### src/rtl/rbx_pkg.sv
package rbx_pkg;

   // Field positions that the rest of the pipeline also decodes
   localparam int CLASS_HI   = 27;
   localparam int CLASS_LO   = 26;
   localparam int IMM_SEL    = 25;
   localparam int OPC_HI     = 24;
   localparam int OPC_LO     = 21;
   localparam int OPC_W      = OPC_HI - OPC_LO + 1;

   // Rotator variants
   localparam int ROT_IMPL_STAGED = 0;
   localparam int ROT_IMPL_MUX    = 1;

   typedef struct packed {
      logic             is_dp;
      logic             is_imm;
      logic [OPC_W-1:0] opcode;
   } rbx_dec_t;

endpackage

### src/rtl/rbx_class_decode.sv
module rbx_class_decode
   import rbx_pkg::*;
#(
   parameter int WORD_W = 32
) (
   input  logic [WORD_W-1:0] word_i,
   output rbx_dec_t          dec_o
);

   always_comb begin
      dec_o.is_dp  = (word_i[CLASS_HI:CLASS_LO] == 2'b00);
      dec_o.is_imm = dec_o.is_dp & word_i[IMM_SEL];
      dec_o.opcode = word_i[OPC_HI:OPC_LO];
   end

endmodule

### src/rtl/rbx_rotator.sv
module rbx_rotator
   import rbx_pkg::*;
#(
   parameter int WORD_W   = 32,
   parameter int BYTE_W   = 8,
   parameter int ROT_W    = 4,
   parameter int ROT_STEP = 2,
   parameter int ROT_IMPL = ROT_IMPL_STAGED
) (
   input  logic [BYTE_W-1:0] byte_i,
   input  logic [ROT_W-1:0]  cnt_i,
   output logic [WORD_W-1:0] word_o
);

   localparam int NPOS = 1 << ROT_W;

   logic [WORD_W-1:0] seed;
   assign seed = {{(WORD_W-BYTE_W){1'b0}}, byte_i};

   function automatic logic [WORD_W-1:0] rotr(input logic [WORD_W-1:0] x,
                                               input int unsigned amt);
      logic [2*WORD_W-1:0] dbl;
      dbl = {x, x} >> amt;
      return dbl[WORD_W-1:0];
   endfunction

   generate
      if (ROT_IMPL == ROT_IMPL_STAGED) begin : g_staged
         logic [WORD_W-1:0] stage [ROT_W+1];
         assign stage[0] = seed;
         for (genvar k = 0; k < ROT_W; k++) begin : g_lvl
            localparam int AMT = ROT_STEP << k;
            assign stage[k+1] = cnt_i[k] ?
               {stage[k][AMT-1:0], stage[k][WORD_W-1:AMT]} : stage[k];
         end
         assign word_o = stage[ROT_W];
      end else begin : g_mux
         logic [WORD_W-1:0] cand [NPOS];
         for (genvar p = 0; p < NPOS; p++) begin : g_pos
            assign cand[p] = rotr(seed, p * ROT_STEP);
         end
         assign word_o = cand[cnt_i];
      end
   endgenerate

endmodule

### src/rtl/rbx_imm_expander.sv
module rbx_imm_expander
   import rbx_pkg::*;
#(
   parameter int WORD_W   = 32,
   parameter int BYTE_W   = 8,
   parameter int ROT_W    = 4,
   parameter int ROT_STEP = 2,
   parameter int ROT_IMPL = ROT_IMPL_STAGED
) (
   input  logic              clk,
   input  logic              rst_n,
   input  logic              in_valid,
   input  logic [31:0]       in_word,
   output logic              out_valid,
   output logic [31:0]       out_imm,
   output logic [3:0]        out_opcode,
   output logic              out_is_imm,
   output logic              out_is_dp
);

   localparam int FIELD_W = BYTE_W + ROT_W;

   generate
      if (WORD_W != 32) begin : g_bad_word
         $error("rbx_imm_expander: WORD_W must be 32");
      end
      if (ROT_STEP * (1 << ROT_W) != WORD_W) begin : g_bad_rot
         $error("rbx_imm_expander: rotate steps must cover the word exactly");
      end
      if (FIELD_W > OPC_LO) begin : g_bad_field
         $error("rbx_imm_expander: operand field overlaps the opcode");
      end
      if (ROT_IMPL != ROT_IMPL_STAGED && ROT_IMPL != ROT_IMPL_MUX) begin : g_bad_impl
         $error("rbx_imm_expander: unknown ROT_IMPL");
      end
   endgenerate

   rbx_dec_t          dec;
   logic [WORD_W-1:0] rot_val;
   logic [WORD_W-1:0] imm_next;

   rbx_class_decode #(.WORD_W(WORD_W)) u_dec (
      .word_i (in_word),
      .dec_o  (dec)
   );

   rbx_rotator #(
      .WORD_W   (WORD_W),
      .BYTE_W   (BYTE_W),
      .ROT_W    (ROT_W),
      .ROT_STEP (ROT_STEP),
      .ROT_IMPL (ROT_IMPL)
   ) u_rot (
      .byte_i (in_word[BYTE_W-1:0]),
      .cnt_i  (in_word[FIELD_W-1:BYTE_W]),
      .word_o (rot_val)
   );

   assign imm_next = dec.is_imm ? rot_val : '0;

   always_ff @(posedge clk or negedge rst_n) begin
      if (!rst_n) begin
         out_valid  <= 1'b0;
         out_imm    <= '0;
         out_opcode <= '0;
         out_is_imm <= 1'b0;
         out_is_dp  <= 1'b0;
      end else begin
         out_valid <= in_valid;
         if (in_valid) begin
            out_imm    <= imm_next;
            out_opcode <= dec.opcode;
            out_is_imm <= dec.is_imm;
            out_is_dp  <= dec.is_dp;
         end
      end
   end

endmodule

### config.mk
export PLATFORM = sky130hd
export DESIGN_NAME = rbx_imm_expander
export DESIGN_NICKNAME = d
export VERILOG_FILES = /design/src/rtl/rbx_pkg.sv /design/src/rtl/rbx_class_decode.sv /design/src/rtl/rbx_rotator.sv /design/src/rtl/rbx_imm_expander.sv
export SDC_FILE = /design/constraint.sdc
export NUM_CORES = 1
export LEC_CHECK = 0
export ABC_AREA = 1
export ABC_CLOCK_PERIOD_IN_PS = 1150
export BUFFER_PORTS_ARGS = -buffer_cell sky130_fd_sc_hd__buf_2
export CAP_MARGIN = 20
export CORE_ASPECT_RATIO = 1.25
export CORE_MARGIN = 4
export CORE_UTILIZATION = 54
export CTS_CLUSTER_SIZE = 14
export DETAILED_ROUTE_END_ITERATION = 8
export PLACE_DENSITY_LB_ADDON = 0.05
export SETUP_SLACK_MARGIN = 0.3
export SLEW_MARGIN = 20
export SYNTH_ARGS = -nofsm -noshare
export SYNTH_HDL_FRONTEND = slang
export SYNTH_HIERARCHICAL = 1
export SYNTH_SLANG_ARGS = --single-unit
### constraint.sdc
create_clock -name clk -period 1.15 [get_ports clk]
set_clock_uncertainty 0.2 [all_clocks]
set_input_delay 0.0575 -clock clk [delete_from_list [all_inputs] [get_ports clk]]
set_output_delay 0.0575 -clock clk [all_outputs]
set_load 0.01 [all_outputs]
; Word level (Yosys, flattened, before mapping)
; Cells that the tools add are included.
[word_totals]
regBits = 39
in_bits = 35
[op_classes]
muxes = 5
bitwise = 1
n_reduce_logical = 1
[op_table]
columns = op, n
row1 = 32-bit two-way mux, 5
row2 = 2-bit logical NOT, 1
row3 = 1-bit AND, 1

; Longest topological paths before layout
[depth]
depth_word = 5
ltp_mapped = 10

; Cells and area by module
; The synthesis kept the hierarchy.
[by_module_without_submodules]
columns = mod, seq_area_each_um2, area_each_um2, cells_per_inst, n_inst
row1 = rbx_imm_expander, 975.9, 1529.0, 166, 1
row2 = rbx_rotator, 0.0, 598.1, 126, 1
row3 = rbx_class_decode, 0.0, 57.6, 10, 1

; Worst setup path before layout
; Ideal clock, no wire load.
[synth_path]
path_kind = input to register
startpoint = input port in_word[8]
endpoint = register out_imm[29]
stages = 10
slack_ns = 0.151
t_arrival_ns = 0.681
path_cell_list = buf_6 inv_8 nand2_1 nand2_1 nand2_1 nand2_1 nand2_1 nor2_1 nand3_1 nand2_1
[synth_via]
elab_chain_len = 5
[synth_rtl]
columns = item, line
row1 = start: declaration, rbx_imm_expander.sv:13  ; input logic [31:0] in_word,
row2 = 32-bit two-way mux (4 in a row), rbx_rotator.sv:33  ; assign stage[k+1] = cnt_i[k] ?
row3 = named net rot_val[29], rbx_imm_expander.sv:39  ; logic [WORD_W-1:0] rot_val;
row4 = 32-bit two-way mux, rbx_imm_expander.sv:59  ; assign imm_next = dec.is_imm ? rot_val : '0;
row5 = end signal: assignment, rbx_imm_expander.sv:71  ; out_imm <= imm_next;
row6 = end: declaration, rbx_imm_expander.sv:15  ; output logic [31:0] out_imm,
; The timed path passes the listed nets, and every way through them passes these cells.
; A chain may end at the register's enable or synchronous reset.

; Worst setup path in the final report
[layout_path]
startpoint = register out_imm[10]
endpoint = output port out_imm[10]
; No word-level cell between the ends.

==> qor.yml <==
status:
  status: "finished with violations"
  violations: "hold timing"
clock_network:
  clk_latency_ps: 290
  cts_root_buffer: "clkbuf_8"
  cts.path.max_buffers: 2
  cts_hold_buf: 6
  cts_inserted_buffers: 5
  cts_htree_levels: 2
  path_clk_slew_ps: 80
  cts_sinks: 39
  cts_tree: "built"
die:
  die_x_um: 64.9
  pin_count: 74
  core_area_um2: 3850
  die-area_um2: 5130
  die-height_um: 79.1
  num_rows: 25
  initial_core_util_pct: 56.8
placed_design:
  gp_congestion: 0.887
  dp_slack_ps: -108
  port_buffers: 60
  hpwlAfterDp_mm: 4.04
timing:
  setup_tns_ps: 0
  hold_viol: 3
  report.final.setup_viol: 0
  maxSlewViolCount: 0
  timing.fmax_mhz: 890
  tightest_slew_ps: 310
  worst_slack_ps: 26.4
  finalCriticalPeriod_ps: 1120
  fin_hold_ws_ps: -96.7
  max-slew-margin-rel_pct: 79.3
  fin_crit_sh_pct: 97.7
  rsz0062_at_grt: "true"
global_routing:
  grt_pass1_wl_mm: 10.0
  grt_max_degree: 40
  antenna_found_initial: 0
  grt_pass1_vias: 2084
  overflow: 0
  grt_use_total_pct: 25.2
final_layout:
  ff_latch_area_um2: 976
  fillers: 261
  multiInputGateArea_um2: 1200
  areaGrowthSynthToFinish_pct: 47.4
  final_cell_mix: "nand2_1, buf_2, dfrtp_1"
  final_nets: 421
  drive_gt1_share_pct: 44.7
  final_common_cell: "nand2_1"
  diodes: 0
  final_core_util_pct: 83.7
yosys:
  synthCells: 302
  synth_seq_cells: 39
  ys.warnings.count: 6
  syn_nets: 337
  synth_top_area_share_pct: 44.7
  synth_area_leaders: "dfrtp_1, nand2_1, nand3_1, nand4_1, buf_2"
  seq_area_frac_synth_pct: 44.7
  yosysTopAreaCell: "dfrtp_1"
  synth_cell_type_count: 18
  synth_area_um2: 2180
  syn_area_per_cell_um2: 7.23
routing:
  routed_wl_mm: 6.62
  routedWlPerCell_um: 15.0
  drcViolationCount: 0
  drt_iter0_markers: 190
  vias_per_cell: 5.34
  postRouteAntennaNets: 0
  vias: 2355
  dr.pass1.iters: 5
power_and_ir_drop:
  vdd_drop_max_v: 0.000842
  p_per_area_nw_per_um2: 1030
  leakagePower_nw: 1.80
  total_power_mw: 3.31
worst_setup_path:
  worstSetupPathType: "reg -> out"
  cpMaxStageDelayCell: "dfrtp_1"
  cpLargestDelayFamily: "flip-flops"
  cp_num_buf_inv: 1
  worst_path_largest_cell_delay_ps: 420
  reg2regPathDepth: 4
  crit_path_max_fanout: 2
  cp.arrival_ps: 870
  crit_path_end_kind: "output pin"
  path_depth: 1
  path_cells: "buf_2"
  startpoint_type: "flop"
  cp.required_ps: 890
hold_path:
  whs_path_depth: 6
  worstHoldPathType: "in -> reg"
run:
  maxCapViolations: 0
## state kept, by name (all words and copies together) (netlist names)
signal / count
out_is_dp: 1
out_valid: 1
out_opcode: 4
out_imm: 32
out_is_imm: 1
## path summary, 6_finish.rpt
kind	start	endpoint	slack, ps
setup / recovery	out_imm[10]$_DFFE_PN0P_	out_imm[10]	30
hold / removal	in_word[27]	out_is_dp$_DFFE_PN0P_	-100
setup reg to reg	out_imm[6]$_DFFE_PN0P_	out_imm[6]$_DFFE_PN0P_	120
hold reg to reg	out_opcode[3]$_DFFE_PN0P_	out_opcode[3]$_DFFE_PN0P_	270
max in group asynchronous	rst_n	out_imm[12]$_DFFE_PN0P_	500
min in group asynchronous	rst_n	out_imm[22]$_DFFE_PN0P_	50
## cell type report
cell class,instances,share of cell area (%)
sequential,39,30.3
clock buffer,6,2.56
clock inverter,2,1.20
multi-input combinational,228,37.1
tap,54,2.10
timing repair buffer,103,25.2
inverter,9,1.52
## report_power, final
part           total, mW  switching, mW  internal [mW]
logic              0.655          0.393          0.262
registers           1.43         0.0209           1.41
clock network       1.23          0.519          0.714
total               3.31          0.932           2.38
## worst min-delay path: stages
cell,delay (ps)
buf_2,70
inv_1,40
nand2_2,60
inv_1,40
nand2_1,50
nand2_1,50
## layer usage
layer	GRT usage (%)	wire length (um)	share of wire, %	vias to the layer above
li1	-	-	-	1135
met1	32.6	2590	39	1091
met2	42.2	3380	51	112
met3	4.38	468	7.1	17
met4	9.09	180	2.7	0
met5	0	0	0	-
## through the flow
stage                     hold slack, ps  instances  area [um2]
after detailed placement            -156        404        2590
after CTS                           -103        427        2870
after global placement              -157        404        2590
after floorplan                     -438        302        2220
after global routing               -78.0        441        3220
final                              -96.7        441        3220
## cells in the mapped netlist, drive strengths merged
cell type	instances
buf	24
nand3	48
nor2	19
nand2	133
dfrtp	39
nand4	12
o21ai	8
inv	9
a21oi	8
clkbuf	2
## repair_timing
| action | CTS | global route |
|---|---|---|
| setup buffers | 9 | 14 |
| endpoints found under the hold margin | 47 | 3 |
| resized for setup | 10 | 74 |
| setup endpoints to repair | 67 | 74 |
| pin swaps | 11 | 31 |
## kinds of logic after synthesis
group                  after synthesis  share of synthesized area (%)
AOI/OAI and AO/OA                   16                           3.67
and+or+nand+nor                    212                           41.8
buffers and inverters               35                           9.85
DFF                                 39                           44.7
Power figures use the tool's default switching activity.
